--- config.mk ---
export PLATFORM = sky130hd
export DESIGN_NAME = pintc_slice
export DESIGN_NICKNAME = d
export VERILOG_FILES = /design/src/rtl/pintc_pkg.sv /design/src/rtl/pintc_gateway.sv /design/src/rtl/pintc_arbiter.sv /design/src/rtl/pintc_regs.sv /design/src/rtl/pintc_slice.sv
export SDC_FILE = /design/constraint.sdc
export NUM_CORES = 1
export LEC_CHECK = 0
export ABC_AREA = 0
export BUFFER_PORTS_ARGS = -buffer_cell sky130_fd_sc_hd__buf_4
export CAP_MARGIN = 10
export CELL_PAD_IN_SITES_DETAIL_PLACEMENT = 1
export CELL_PAD_IN_SITES_GLOBAL_PLACEMENT = 1
export CORE_MARGIN = 10
export CORE_UTILIZATION = 40
export CTS_BUF_LIST = sky130_fd_sc_hd__clkbuf_8
export CTS_CLUSTER_SIZE = 14
export DETAILED_ROUTE_END_ITERATION = 8
export GPL_ROUTABILITY_DRIVEN = 0
export PLACE_DENSITY_LB_ADDON = 0.1
export SYNTH_ARGS = -nofsm -noshare
export SYNTH_HDL_FRONTEND = slang
export SYNTH_SLANG_ARGS = --single-unit
--- constraint.sdc ---
create_clock -name clk -period 11.01 [get_ports clk]
set_clock_uncertainty 0.05 [all_clocks]
set_input_delay 0.5505 -clock clk [delete_from_list [all_inputs] [get_ports clk]]
set_output_delay 0.5505 -clock clk [all_outputs]
set_load 0.005 [all_outputs]
--- src/rtl/pintc_pkg.sv ---
// Package: shared types and the register address map of the interrupt slice.
// Assumes: priority width of 3 bits; addresses fit in 8 bits.
package pintc_pkg;
    localparam int PRIO_W = 3;
    typedef logic [PRIO_W-1:0] prio_t;
    localparam prio_t PRIO_MAX = '1;

    localparam logic [7:0] ADDR_CLAIM     = 8'h00;
    localparam logic [7:0] ADDR_ENABLE    = 8'h01;
    localparam logic [7:0] ADDR_THRESH    = 8'h02;
    localparam logic [7:0] ADDR_TRIGGER   = 8'h03;
    localparam logic [7:0] ADDR_PRIO_BASE = 8'h10;
endpackage

--- src/rtl/pintc_gateway.sv ---
// Module: one source gateway. Synchronizes the line, detects rising edges
// and holds the pending and in-flight state of the source.
// Assumes: claim_hit is only raised while pending is set; claim and
// completion never target the same source in one cycle.
module pintc_gateway (
    input  logic clk,
    input  logic rst_n,
    input  logic irq_line,
    input  logic edge_mode,
    input  logic claim_hit,
    input  logic complete_hit,
    output logic pending,
    output logic in_flight
);
    logic sync_a, sync_b, line_prev;
    logic rise, trigger;

    // Two-flop synchronizer plus delayed copy for edge detection.
    always_ff @(posedge clk) begin
        if (!rst_n) begin
            sync_a    <= 1'b0;
            sync_b    <= 1'b0;
            line_prev <= 1'b0;
        end else begin
            sync_a    <= irq_line;
            sync_b    <= sync_a;
            line_prev <= sync_b;
        end
    end

    // Trigger condition selected by the source's mode.
    always_comb begin
        rise    = sync_b & ~line_prev;
        trigger = edge_mode ? rise : sync_b;
    end

    // Pending and in-flight state: claim takes the source, completion releases it.
    always_ff @(posedge clk) begin
        if (!rst_n) begin
            pending   <= 1'b0;
            in_flight <= 1'b0;
        end else if (claim_hit) begin
            pending   <= 1'b0;
            in_flight <= 1'b1;
        end else begin
            if (complete_hit)
                in_flight <= 1'b0;
            if (!in_flight && !pending && trigger)
                pending <= 1'b1;
        end
    end

    // never pending while in flight
    a_r9_no_pend_in_flight: assert property (@(posedge clk) disable iff (!rst_n)
        !(pending && in_flight));
    // a claim leaves the source in flight and not pending
    a_r5_claim_takes: assert property (@(posedge clk) disable iff (!rst_n)
        claim_hit |=> (in_flight && !pending));
    // a completion releases the source
    a_r6_complete_frees: assert property (@(posedge clk) disable iff (!rst_n)
        complete_hit |=> !in_flight);
endmodule

--- src/rtl/pintc_arbiter.sv ---
// Module: combinational arbiter. Finds the highest-priority eligible source;
// the lowest ID wins a tie. Assumes IDs start at 1 (index 0 is source 1).
module pintc_arbiter
    import pintc_pkg::*;
#(
    parameter int NUM_SRC = 8,
    localparam int ID_W = $clog2(NUM_SRC + 1)
) (
    input  logic [NUM_SRC-1:0] pending,
    input  logic [NUM_SRC-1:0] enable,
    input  prio_t              prio [NUM_SRC],
    output logic [ID_W-1:0]    best_id,
    output prio_t              best_prio
);
    // Scan from the top ID down so that ties fall to the lower ID.
    always_comb begin
        best_prio = '0;
        best_id   = '0;
        for (int i = NUM_SRC - 1; i >= 0; i--) begin
            if (pending[i] && enable[i] && prio[i] != '0 && prio[i] >= best_prio) begin
                best_prio = prio[i];
                best_id   = ID_W'(i + 1);
            end
        end
    end

    // a nonzero winning priority always names a source
    always_comb begin
        a_r4_winner_named: assert (best_prio == '0 || best_id != '0);
    end
endmodule

--- src/rtl/pintc_regs.sv ---
// Module: register port. Holds the configuration, decodes claim reads and
// completion writes, and returns registered read data.
// Assumes: one source may be claimed per cycle; a read and a write may share a cycle.
module pintc_regs
    import pintc_pkg::*;
#(
    parameter int NUM_SRC = 8,
    parameter int ADDR_W  = 8,
    parameter int DATA_W  = 32,
    localparam int ID_W = $clog2(NUM_SRC + 1)
) (
    input  logic               clk,
    input  logic               rst_n,
    input  logic               reg_rd,
    input  logic               reg_wr,
    input  logic [ADDR_W-1:0]  reg_addr,
    input  logic [DATA_W-1:0]  reg_wdata,
    output logic [DATA_W-1:0]  reg_rdata,
    input  logic               irq_req,
    input  logic [ID_W-1:0]    best_id,
    input  logic [NUM_SRC-1:0] in_flight,
    output prio_t              threshold,
    output logic [NUM_SRC-1:0] enable,
    output logic [NUM_SRC-1:0] edge_mode,
    output prio_t              prio [NUM_SRC],
    output logic [NUM_SRC-1:0] claim_vec,
    output logic [NUM_SRC-1:0] complete_vec
);
    logic              hit_claim;
    logic [DATA_W-1:0] rd_next;

    // Address decode of the claim/complete register.
    always_comb hit_claim = (reg_addr == ADDR_W'(ADDR_CLAIM));

    // One-hot claim and qualified completion strobes per source.
    always_comb begin
        for (int i = 0; i < NUM_SRC; i++) begin
            claim_vec[i]    = reg_rd && hit_claim && irq_req && (best_id == ID_W'(i + 1));
            complete_vec[i] = reg_wr && hit_claim && (reg_wdata == DATA_W'(i + 1))
                              && in_flight[i] && enable[i];
        end
    end

    // Configuration register writes.
    always_ff @(posedge clk) begin
        if (!rst_n) begin
            threshold <= '0;
            enable    <= '0;
            edge_mode <= '0;
            for (int i = 0; i < NUM_SRC; i++) prio[i] <= '0;
        end else if (reg_wr) begin
            if (reg_addr == ADDR_W'(ADDR_THRESH))  threshold <= reg_wdata[PRIO_W-1:0];
            if (reg_addr == ADDR_W'(ADDR_ENABLE))  enable    <= reg_wdata[NUM_SRC-1:0];
            if (reg_addr == ADDR_W'(ADDR_TRIGGER)) edge_mode <= reg_wdata[NUM_SRC-1:0];
            for (int i = 0; i < NUM_SRC; i++)
                if (reg_addr == ADDR_W'(ADDR_PRIO_BASE) + ADDR_W'(i + 1))
                    prio[i] <= reg_wdata[PRIO_W-1:0];
        end
    end

    // Read data multiplexer.
    always_comb begin
        rd_next = '0;
        if (hit_claim)
            rd_next = irq_req ? DATA_W'(best_id) : '0;
        else if (reg_addr == ADDR_W'(ADDR_THRESH))
            rd_next = DATA_W'(threshold);
        else if (reg_addr == ADDR_W'(ADDR_ENABLE))
            rd_next = DATA_W'(enable);
        else if (reg_addr == ADDR_W'(ADDR_TRIGGER))
            rd_next = DATA_W'(edge_mode);
        for (int i = 0; i < NUM_SRC; i++)
            if (reg_addr == ADDR_W'(ADDR_PRIO_BASE) + ADDR_W'(i + 1))
                rd_next = DATA_W'(prio[i]);
    end

    // Registered read data, updated on each read strobe.
    always_ff @(posedge clk) begin
        if (!rst_n)      reg_rdata <= '0;
        else if (reg_rd) reg_rdata <= rd_next;
    end

    // a claim read with no request returns 0
    a_r5_idle_claim_zero: assert property (@(posedge clk) disable iff (!rst_n)
        (reg_rd && hit_claim && !irq_req) |=> (reg_rdata == '0));
    // at most one source claimed per read
    a_r5_single_claim: assert property (@(posedge clk) disable iff (!rst_n)
        $onehot0(claim_vec));
endmodule

--- src/rtl/pintc_slice.sv ---
// Module: top of the single-target interrupt slice. Connects the register
// port, one gateway per source and the arbiter, and drives the request.
// Assumes: NUM_SRC <= DATA_W and the priority addresses fit in ADDR_W.
module pintc_slice
    import pintc_pkg::*;
#(
    parameter int NUM_SRC = 8,
    parameter int ADDR_W  = 8,
    parameter int DATA_W  = 32,
    localparam int ID_W = $clog2(NUM_SRC + 1)
) (
    input  logic               clk,
    input  logic               rst_n,
    input  logic [NUM_SRC-1:0] irq_lines,
    input  logic               reg_rd,
    input  logic               reg_wr,
    input  logic [ADDR_W-1:0]  reg_addr,
    input  logic [DATA_W-1:0]  reg_wdata,
    output logic [DATA_W-1:0]  reg_rdata,
    output logic               irq_req
);
    prio_t              threshold;
    prio_t              prio [NUM_SRC];
    prio_t              best_prio;
    logic [ID_W-1:0]    best_id;
    logic [NUM_SRC-1:0] enable, edge_mode, pending, in_flight, claim_vec, complete_vec;

    pintc_regs #(.NUM_SRC(NUM_SRC), .ADDR_W(ADDR_W), .DATA_W(DATA_W)) u_regs (
        .clk(clk), .rst_n(rst_n), .reg_rd(reg_rd), .reg_wr(reg_wr),
        .reg_addr(reg_addr), .reg_wdata(reg_wdata), .reg_rdata(reg_rdata),
        .irq_req(irq_req), .best_id(best_id), .in_flight(in_flight),
        .threshold(threshold), .enable(enable), .edge_mode(edge_mode),
        .prio(prio), .claim_vec(claim_vec), .complete_vec(complete_vec)
    );

    for (genvar g = 0; g < NUM_SRC; g++) begin : g_gw
        pintc_gateway u_gw (
            .clk(clk), .rst_n(rst_n), .irq_line(irq_lines[g]),
            .edge_mode(edge_mode[g]), .claim_hit(claim_vec[g]),
            .complete_hit(complete_vec[g]), .pending(pending[g]),
            .in_flight(in_flight[g])
        );
    end

    pintc_arbiter #(.NUM_SRC(NUM_SRC)) u_arb (
        .pending(pending), .enable(enable), .prio(prio),
        .best_id(best_id), .best_prio(best_prio)
    );

    // Request to the target: winner strictly above the threshold.
    always_comb irq_req = (best_prio > threshold);

    // threshold at maximum masks every source
    a_r3_full_mask: assert property (@(posedge clk) disable iff (!rst_n)
        (threshold == PRIO_MAX) |-> !irq_req);
    // a raised request always has a winning ID
    a_r4_req_has_id: assert property (@(posedge clk) disable iff (!rst_n)
        irq_req |-> (best_id != '0));
endmodule

# [Yosys cells after proc, flatten, opt, wreduce, memory -nomap -nowiden]
# Index checks and enable logic that the tools add are counted.
[op_classes] magnitude_cmp=9 eq_ne=27 n_mux=53 bitwise=17 reduce_logical=127
[ops] op="$mux 32" count=11
[ops] op="$eq 32x3->1 const B" count=4
[ops] op="$logic_and 1x1->1" count=75
[ops] op="$eq 32x2->1 const B" count=2
[ops] op="$eq 8x5->1 const B" count=8
[ops] op="$mux 4" count=9
[ops] op="$eq 32x1->1 const B" count=1
[ops] op="$eq 32x4->1 const B" count=1
[ops] op="$mux 1" count=24
[ops] op="$mux 3" count=8
[ops] op="$reduce_bool 3->1" count=8
[ops] op="$reduce_and 2->1" count=11
[ops] op="$ge 3x3->1" count=7
[ops] op="$eq 4x3->1 const B" count=4
[ops] op="$eq 8x2->1 const B" count=2
[ops] op="$logic_not 1->1" count=16
[ops] op="$reduce_bool 2->1" count=8
[ops] op="$reduce_or 2->1" count=8
[ops] op="$not 1->1" count=9
[ops] op="$and 1x1->1" count=8
[ops] op="$eq 4x2->1 const B" count=2
[ops] op="$eq 8x1->1 const B" count=1
[ops] op="$logic_not 8->1" count=1
[ops] op="$mux 8" count=1
[ops] op="other kinds (4)" count=4
[totals] regBits=115 input_bits=52 output_inout_bits=33 wordCells=285

# [Depth between registers and ports, before layout]
# Gate-level depths: netlist of run 1.
[depth] depth_word=36 depth_mapped=62 depth_no_buf=58

# [By module]
# From an unflattened synthesis of run 1, not the netlist that was laid out.
[hier_totals] cells_unflattened=630 area_unflattened_um2=5391.4
[modules_own_cells] mod="pintc_regs" instances=1 cells_each=352 area_each_um2=2995.4 seq_area_each_um2=1021.0
[modules_own_cells] mod="pintc_gateway" instances=8 cells_each=14 area_each_um2=156.4 seq_area_each_um2=100.1
[modules_own_cells] mod="pintc_arbiter" instances=1 cells_each=156 area_each_um2=1072.3 seq_area_each_um2=0.0
[modules_own_cells] mod="pintc_slice" instances=1 cells_each=10 area_each_um2=72.6 seq_area_each_um2=0.0

# [Worst setup path after synthesis of run 1]
# No wires, ideal clock.
[synth_path] path_kind="reg-to-reg" startpoint="register u_regs.enable[7]" endpoint="register g_gw[4].u_gw.pending" setup_ps=130 arrival_ps=10666 required_ps=10830 path_slack_ps=164 path_stages_with_launch=59 n_path_buf=4 cell_sequence="dfxtp_1 nand3_1 ha_1 nand2_1 o21ai_2 and3_1 buf_2 nor2_1 ha_1 nand2_1 o21ai_1 nand2b_1 a31oi_1 ha_1 nand2b_1 a221oi_4 o31ai_4 nand2_1 [23 not listed] nor2_1 a31o_2 ha_1 a21o_1 a21oi_1 or2_2 nand2_1 o22ai_1 a31o_2 ha_1 nor2b_1 o21ai_0 a32oi_1 and3_2 nand2_2 or4_1 a211o_1 nor3b_1"
[synth_between] elab_chain_cells=29
[synth_lines] element="start: declaration" line="pintc_regs.sv:23" source="output logic [NUM_SRC-1:0] enable,"
[synth_lines] element="start signal: assignment" line="pintc_regs.sv:53" source="if (reg_addr == ADDR_W'(ADDR_ENABLE)) enable <= reg_wdata[NUM_SRC-1:0];"
[synth_lines] element="$logic_and 1x1->1 * (3 in a row)" line="pintc_arbiter.sv:20" source="if (pending[i] && enable[i] && prio[i] != '0 && prio[i] >= best_prio) begin"
[synth_lines] element="$mux 3 *" line="pintc_arbiter.sv:20"
[synth_lines] element="$ge 3x3->1" line="pintc_arbiter.sv:20"
[synth_lines] element="$logic_and 1x1->1" line="pintc_arbiter.sv:20"
[synth_lines] element="$mux 3 *" line="pintc_arbiter.sv:20"
[synth_lines] element="$ge 3x3->1" line="pintc_arbiter.sv:20"
[synth_lines] element="$logic_and 1x1->1" line="pintc_arbiter.sv:20"
[synth_lines] element="$mux 3 *" line="pintc_arbiter.sv:20"
[synth_lines] element="[11 not listed]"
[synth_lines] element="$mux 3 *" line="pintc_arbiter.sv:20"
[synth_lines] element="$ge 3x3->1" line="pintc_arbiter.sv:20"
[synth_lines] element="$logic_and 1x1->1" line="pintc_arbiter.sv:20"
[synth_lines] element="$mux 3 *" line="pintc_arbiter.sv:20"
[synth_lines] element="$gt 3x3->1 *" line="pintc_slice.sv:51" source="always_comb irq_req = (best_prio > threshold);"
[synth_lines] element="named net irq_req" line="pintc_slice.sv:20" source="output logic irq_req"
[synth_lines] element="$logic_and 1x1->1 * (2 in a row)" line="pintc_regs.sv:38" source="claim_vec[i] = reg_rd && hit_claim && irq_req && (best_id == ID_W'(i + 1));"
[synth_lines] element="$reduce_or 2->1 (no line) *"
[synth_lines] element="end signal: assignment" line="pintc_gateway.sv:40" source="pending <= 1'b0;"
[synth_lines] element="end signal: assignment" line="pintc_gateway.sv:43" source="pending <= 1'b0;"
[synth_lines] element="end signal: assignment" line="pintc_gateway.sv:49" source="pending <= 1'b1;"
[synth_lines] element="end: declaration" line="pintc_gateway.sv:12" source="output logic pending,"
# The timed path passes the listed nets; every way through them passes the cells marked *.
# A chain may end at the register's enable or synchronous reset.

# [Final worst setup path of run 1]
[layout_path] startpoint="register u_regs.enable[7]" endpoint="register g_gw[4].u_gw.pending"
[layout_between] elab_chain_cells=29
[layout_lines] element="$logic_and 1x1->1 * (3 in a row)" line="pintc_arbiter.sv:20"
[layout_lines] element="$mux 3" line="pintc_arbiter.sv:20"
[layout_lines] element="$ge 3x3->1" line="pintc_arbiter.sv:20"
[layout_lines] element="$logic_and 1x1->1" line="pintc_arbiter.sv:20"
[layout_lines] element="$mux 3" line="pintc_arbiter.sv:20"
[layout_lines] element="$ge 3x3->1" line="pintc_arbiter.sv:20"
[layout_lines] element="$logic_and 1x1->1" line="pintc_arbiter.sv:20"
[layout_lines] element="$mux 3" line="pintc_arbiter.sv:20"
[layout_lines] element="[11 not listed]"
[layout_lines] element="$mux 3" line="pintc_arbiter.sv:20"
[layout_lines] element="$ge 3x3->1" line="pintc_arbiter.sv:20"
[layout_lines] element="$logic_and 1x1->1" line="pintc_arbiter.sv:20"
[layout_lines] element="$mux 3" line="pintc_arbiter.sv:20"
[layout_lines] element="$gt 3x3->1" line="pintc_slice.sv:51"
[layout_lines] element="$logic_and 1x1->1" line="pintc_regs.sv:38"
[layout_lines] element="$logic_and 1x1->1 *" line="pintc_regs.sv:38"
[layout_lines] element="$reduce_or 2->1 (no line) *"
# Every way passes the cells marked *; elsewhere a longest branch is shown, timed or not.

==> results of run 1 <==
[state kept, by name (all words and copies together), names as in the netlist]
name                 flops
u_regs.threshold         3
u_regs.reg_rdata         8
u_regs.enable            8
g_gw.u_gw.in_flight      8
g_gw.u_gw.sync_a         8
g_gw.u_gw.pending        8
g_gw.u_gw.line_prev      8
u_regs.edge_mode         8
g_gw.u_gw.sync_b         8
u_regs.prio             24
[worst max-delay path: cells and delay by family (launching register included)]
family          cells  cell delay, ns
flops               1            0.39
buf+inv             3            0.31
mux                 1            0.28
compound gates     21            4.27
fa+ha+maj           8            2.16
simple gates       21            3.44
[kinds of logic (layout without fill, tap and decap cells)]
family / Yosys count / count (layout) / share of synthesized area [%]
DFF: 91 / 91 / 34.0
AOI/OAI and AO/OA: 155 / 155 / 21.6
and+or+nand+nor: 240 / 240 / 22.5
other: 1 / 24 / 0.0701
muxes: 50 / 50 / 9.37
adders and majority gates: 21 / 21 / 4.91
buffers and inverters: 79 / 161 / 7.48
[layout make-up]
class / instances / area, sq um
fill: 1556 / 6330
multi-input combinational: 490 / 3610
sequential: 91 / 1830
timing repair buffer: 118 / 897
tap: 176 / 220
clock buffer: 9 / 124
inverter: 27 / 101
clock inverter: 7 / 75.1
[routing by layer]
layer / part of all wire [%] / wire length, um / GRT usage, % / vias to the layer above
met5: 0 / 0 / 0 / -
met4: 2.0 / 394 / 4.55 / 0
met3: 4.6 / 912 / 3.93 / 29
met2: 51 / 10300 / 36.4 / 139
met1: 42 / 8410 / 24.8 / 2659
li1: - / - / - / 2473
[metrics by stage]
stage / cell area [sq um] / hold slack (ns) / power (W)
final: 6860 / 0.325 / 0.000627
after detailed placement: 6000 / 0.372 / 0.000397
after CTS: 6400 / 0.311 / 0.000634
after floorplan: 5440 / 0.354 / 0.000375
after global routing: 6860 / 0.314 / 0.000652
after global placement: 6000 / 0.367 / 0.000396
[timing repair]
| item | CTS | global route |
|---|---|---|
| pin swaps | 7 | 35 |
| setup buffers | 14 | 20 |
| hold endpoints to repair | 0 | 0 |
| setup endpoints to repair | 20 | 21 |
| cloned | 0 | 0 |
| resized for setup | 24 | 65 |
[cell usage in the layout (no fill, tap or decap), types with 4 or more instances in the layout]
cell type / instances
nand2b_4: 4
nand2_1: 32
ha_4: 5
inv_1: 26
o21ai_1: 5
nor4_1: 9
nor2_1: 83
dfxtp_1: 86
a21oi_1: 27
o311ai_0: 4
a31o_2: 4
mux2i_1: 48
clkbuf_8: 9
conb_1: 24
nand4_1: 7
a211oi_1: 12
o22ai_1: 5
ha_1: 13
o221ai_1: 4
a211o_1: 4
a31o_1: 4
and2_1: 19
and3_1: 4
a31oi_1: 10
nand2_4: 4
nand3_1: 26
buf_4: 115
nor3_1: 5
o21a_1: 6
o21ai_0: 13
a21oi_2: 8
[worst max path at each step]
stage / slack (ns) / endpoint / from / cells past startpoint
3_3_place_gp: -0.09 / g_gw[4].u_gw.pending / u_regs.enable[7] / 53
3_5_place_dp: -0.61 / g_gw[4].u_gw.pending / u_regs.enable[7] / 53
4_1_cts: 0.004 / g_gw[4].u_gw.pending / u_regs.enable[7] / 55
5_1_grt: -0.49 / g_gw[4].u_gw.pending / u_regs.enable[7] / 58
2_1_floorplan: 0.16 / g_gw[4].u_gw.pending / u_regs.enable[7] / 58
6_report: -0.01 / g_gw[4].u_gw.pending / u_regs.enable[7] / 54
[synth_stat cells (3+ instances only)]
cell       n
nand2b_1   6
buf_4     25
a211oi_1  12
nand2_1   38
a211o_1    4
and3_1     5
nor4_1     9
and2_1    20
ha_1      21
nand3_1   29
a21oi_1   34
mux2i_1   49
inv_1     25
a221oi_1   3
a21o_1     3
o22ai_1    7
nor2_1    85
nor3_1     7
or3_1      3
o21a_1     6
o221ai_1   4
o22a_1     3
clkbuf_1  23
nor2b_1    5
o31a_1     3
a31o_1     4
o21ai_0   18
nand4_1    7
a31o_2     4
o311ai_0   4
dfxtp_1   91
a31oi_1   13
nand4b_1   3
or2_2      5
[power by group through the flow]
stage	registers [W]	clock network, W	logic, W
2_1_floorplan	0.000344	0	0.0000310
3_3_place_gp	0.000345	0	0.0000509
3_5_place_dp	0.000346	0	0.0000518
4_1_cts	0.000338	0.000244	0.0000521
5_1_grt	0.000338	0.000256	0.0000579
6_report	0.000338	0.000236	0.0000532
==> flow_summary.ini, run 1 <==
[run_status]
outcome = complete, but fails checks
violations = negative setup slack

[floorplanning]
die_h_um = 136
start_util_pct = 40.6
core_region_area_sq_um = 13200
die_x_um = 136
io_pins = 85
fp-row-count = 42
die_area_sq_um = 18400

[clock_tree]
clkSinkCount = 91
cts_buffers = 9
clockBufferDepth = 2
cts_hold_buf = 0
cts-root-buf = clkbuf_8
clk_pin_slew_ns = 0.10
ctsHtreeMaxLevel = 3
clk-insertion-delay-late_ns = 0.38
tritoncts = yes

[yosys]
synth_cell_types = 84
synth_top_area_share_pct = 34.0
synth-edff-count = 0
yosys.area.top_type = dfxtp_1
synth_area_leaders = dfxtp_1 (34%), mux2i_1 (9.2%), nor2_1 (6.0%)
ys_warn_count = 0
async_flop_share_pct = 0
syn_area_sq_um = 5350
seq_area_frac_synth_pct = 34.0
ys.flop_type = dfxtp_1
avgSynthCellArea_sq_um = 8.40
synthCells = 637
ys_ff_latch = 91

[power_and_ir_drop]
switching_share_pct = 26.2
p_switching_w = 0.000164
clockPowerShare_pct = 37.6
p_leak_nw = 2.97
internal_power_w = 0.000462
p_per_area_nw_per_um2 = 91.4
combPwrFrac_pct = 8.5
sequentialPowerShare_pct = 53.9
peakVddDrop_v = 0.0000903

[critical_path]
cp_max_fo = 6
worstReg2RegEnd = g_gw[4].u_gw.pending
cpMostUsedCell = ha_1
crit_arrival_ns = 11.22
cp.required_ns = 11.21
crit_slowest_cell = a2111o_1
reg2reg_depth = 54
r2r-start = u_regs.enable[7]
crit_path_max_incr_delay_ns = 0.49
start_kind = register
crit_type = reg -> reg
end_kind = register
r2r_slack_ns = -0.01

[timing]
rsz0062_at_grt = yes
period_minus_slack_ns = 11.02
slew_violations = 0
final.setup.tns_ns = -0.00956
setup_viol = 1
hold_viol_final = 0
max_freq_mhz = 90.7
post-route-period-util_pct = 100
fin_ws_ns = -0.00956
max_slew_margin_pct = 28.3
tightest_slew_ns = 1.06

[worst_hold_path]
worstHoldPathType = in -> reg
hold_depth = 2
worstHoldStart = irq_lines[6]
whs_endpoint = g_gw[6].u_gw.sync_a

[placement]
place_ws_ns = -0.614
dp_cells = 869
io_buffers = 60
dp_hpwl_um = 14300

[layout]
antenna_cells = 0
synthToLayoutAreaGrowth_pct = 28.1
fin_nets = 810
utilization_pct = 52.0
instances_no_fill = 918
layout-drive-gt1-share_pct = 29.9

[routing]
ant_nets = 0
first_pass_iters = 4
vias = 5300
initialDrtViolationCount = 250
drt-total-wl_um = 20000
wl_per_cell_um = 21.8
viasPerCell = 5.77
drc = 0

[global_routing]
grt_pass1_vias = 5281
grt-ovfl-total = 0
grt_start_max_net_pins = 61
grt_pass1_wl_um = 29700
grt_usage_pct = 20.5
antenna_found_initial = 0

[flow_run]
max_cap_violations = 0
Note: power is estimated with default switching activity, not from simulation.
==> run 2: changes to the inputs <==
GPL_TIMING_DRIVEN = 0   (was default)
==> run 2 against run 1 <==
  * The run still ends with negative setup slack left
  * Hold slack better by 0.023 ns
  * Critical path depth stayed put
  * Power is 1.4% higher
  * Global-route usage is 0.98 points higher
  * Via count is 2.7% higher
  * Clock-buffer cell count is 1 higher
  * Non-clock buffer count is 30 higher
  * Largest power group unchanged
==> flow_summary.ini, run 2 (synthesis results as in run 1) <==
[worst_hold_path]
whs_endpoint = g_gw[5].u_gw.sync_a
worstHoldStart = irq_lines[5]
worstHoldPathType = in -> reg
hold_depth = 2

[critical_path]
cp_max_fo = 7
cpMostUsedCell = ha_1
crit_arrival_ns = 11.44
worstReg2RegEnd = g_gw[4].u_gw.pending
crit_type = reg -> reg
crit_path_max_incr_delay_ns = 0.46
reg2reg_depth = 54
worst-path-buf-inv = 3
crit_slowest_cell = a2111o_1
start_kind = register
r2r_slack_ns = -0.25
cp.required_ns = 11.20
cp_top_family = compound AO/OA/AOI/OAI gates
r2r-start = u_regs.enable[7]
end_kind = register

[layout]
synthToLayoutAreaGrowth_pct = 32.0
antenna_cells = 0
final_cell_mix = buf_4 (121), dfxtp_1 (85), nor2_1 (83)
layout-drive-gt1-share_pct = 30.2
instances_no_fill = 947
largest_reg_flops = 24
fin_nets = 840
regMostFlops = u_regs.prio
layout_commonest_cell = buf_4

[placement]
io_buffers = 57
dp_cells = 893
dp_hpwl_um = 15200

[clock_tree]
clk_pin_slew_ns = 0.10
clockBufferDepth = 2
tritoncts = yes
cts-root-buf = clkbuf_8
cts_buffers = 9
clkSinkCount = 91
ctsHtreeMaxLevel = 3
clk-insertion-delay-late_ns = 0.36

[power_and_ir_drop]
peakVddDrop_v = 0.000109
p_per_area_nw_per_um2 = 90.0
power.total_w = 0.000636
p_leak_nw = 3.02

[run_status]
violations = negative setup slack
outcome = complete, but fails checks

[global_routing]
grt_pass1_wl_um = 31000
antenna_found_initial = 0
grt_pass1_vias = 5573
grt_usage_pct = 21.5
grt-ovfl-total = 0
grt_start_max_net_pins = 16

[timing]
max_freq_mhz = 88.8
period_minus_slack_ns = 11.26
setup_viol = 9
hold_viol_final = 0
final.setup.tns_ns = -1.41
post-route-period-util_pct = 102
hold_ws_ns = 0.349
slew_violations = 0
rsz0062_at_grt = yes
fin_ws_ns = -0.247
max_slew_margin_pct = 22.8
tightest_slew_ns = 1.14

[routing]
drt-total-wl_um = 20600
wl_per_cell_um = 21.8
ant_nets = 0
first_pass_iters = 5
initialDrtViolationCount = 314
viasPerCell = 5.75
vias = 5442
drc = 0

[floorplanning]
start_util_pct = 40.6
die_x_um = 136
die_area_sq_um = 18400
core_region_area_sq_um = 13200
io_pins = 85
fp-row-count = 42
die_h_um = 136

[flow_run]
max_cap_violations = 0
[run 2: cell types whose count changed in the layout (fill, tap and decap cells not counted), moves of 2 or more]
| cell | delta |
|---|---|
| o21ai_2 | +3 |
| a21oi_4 | +2 |
| inv_1 | -2 |
| buf_4 | +6 |
| o22ai_2 | -2 |
| nand2_4 | -2 |
| clkbuf_1 | +22 |
| a21oi_2 | -2 |
| o21ai_1 | -4 |
[run 2: metrics by stage]
| stage | instance area, sq um | util (%) | setup slack (ns) |
|---|---|---|---|
| floorplan | 5440 | - | 0.164 |
| global placement | 6090 | 46.1 | -1.47 |
| detailed placement | 6090 | 46.1 | -1.89 |
| CTS | 6760 | 51.3 | 0.0250 |
| global route | 7070 | 53.6 | -0.644 |
| finish | 7070 | 53.6 | -0.247 |
[run 2: worst max path at each step]
| stage | start | to | slack [ns] | depth (start not counted) |
|---|---|---|---|---|
| after global routing | u_regs.enable[7] | g_gw[4].u_gw.pending | -0.64 | 55 |
| after detailed placement | u_regs.enable[7] | g_gw[4].u_gw.pending | -1.89 | 58 |
| final | u_regs.enable[7] | g_gw[4].u_gw.pending | -0.25 | 54 |
| after CTS | u_regs.enable[7] | g_gw[4].u_gw.pending | 0.02 | 58 |
| after floorplan | u_regs.enable[7] | g_gw[4].u_gw.pending | 0.16 | 58 |
| after global placement | u_regs.enable[7] | g_gw[4].u_gw.pending | -1.47 | 58 |
[run 2: repair_timing]
action,in CTS,in global routing
pin swaps,23,38
hold buffers,0,0
setup endpoints to repair,21,21
resized for setup,64,39
gates cloned,0,0
buffers inserted,26,15
[run 2: power by group]
group / total, W / switching (W) / internal [W]
Sequential: 0.000338 / 0.00000396 / 0.000334
Clock: 0.000236 / 0.000124 / 0.000111
Combinational: 0.0000620 / 0.0000351 / 0.0000269
Total: 0.000636 / 0.000163 / 0.000472
[run 2: metal layers]
metal | vias up | global-route usage [%] | wire length (um)
met2 | 176 | 38.5 | 10600
met3 | 34 | 4.12 | 1240
li1 | 2539 | - | -
met5 | - | 0 | 0
met4 | 0 | 5.74 | 320
met1 | 2693 | 25.3 | 8440
[run 2: layout make-up]
type	count	area, sq um
Clock buffer	10	138
Sequential cell	91	1840
Multi-Input combinational cell	490	3670
Fill cell	1584	6120
Tap cell	176	220
Inverter	27	101
Timing Repair Buffer	98	739
Buffer	50	300
Clock inverter	5	60.1
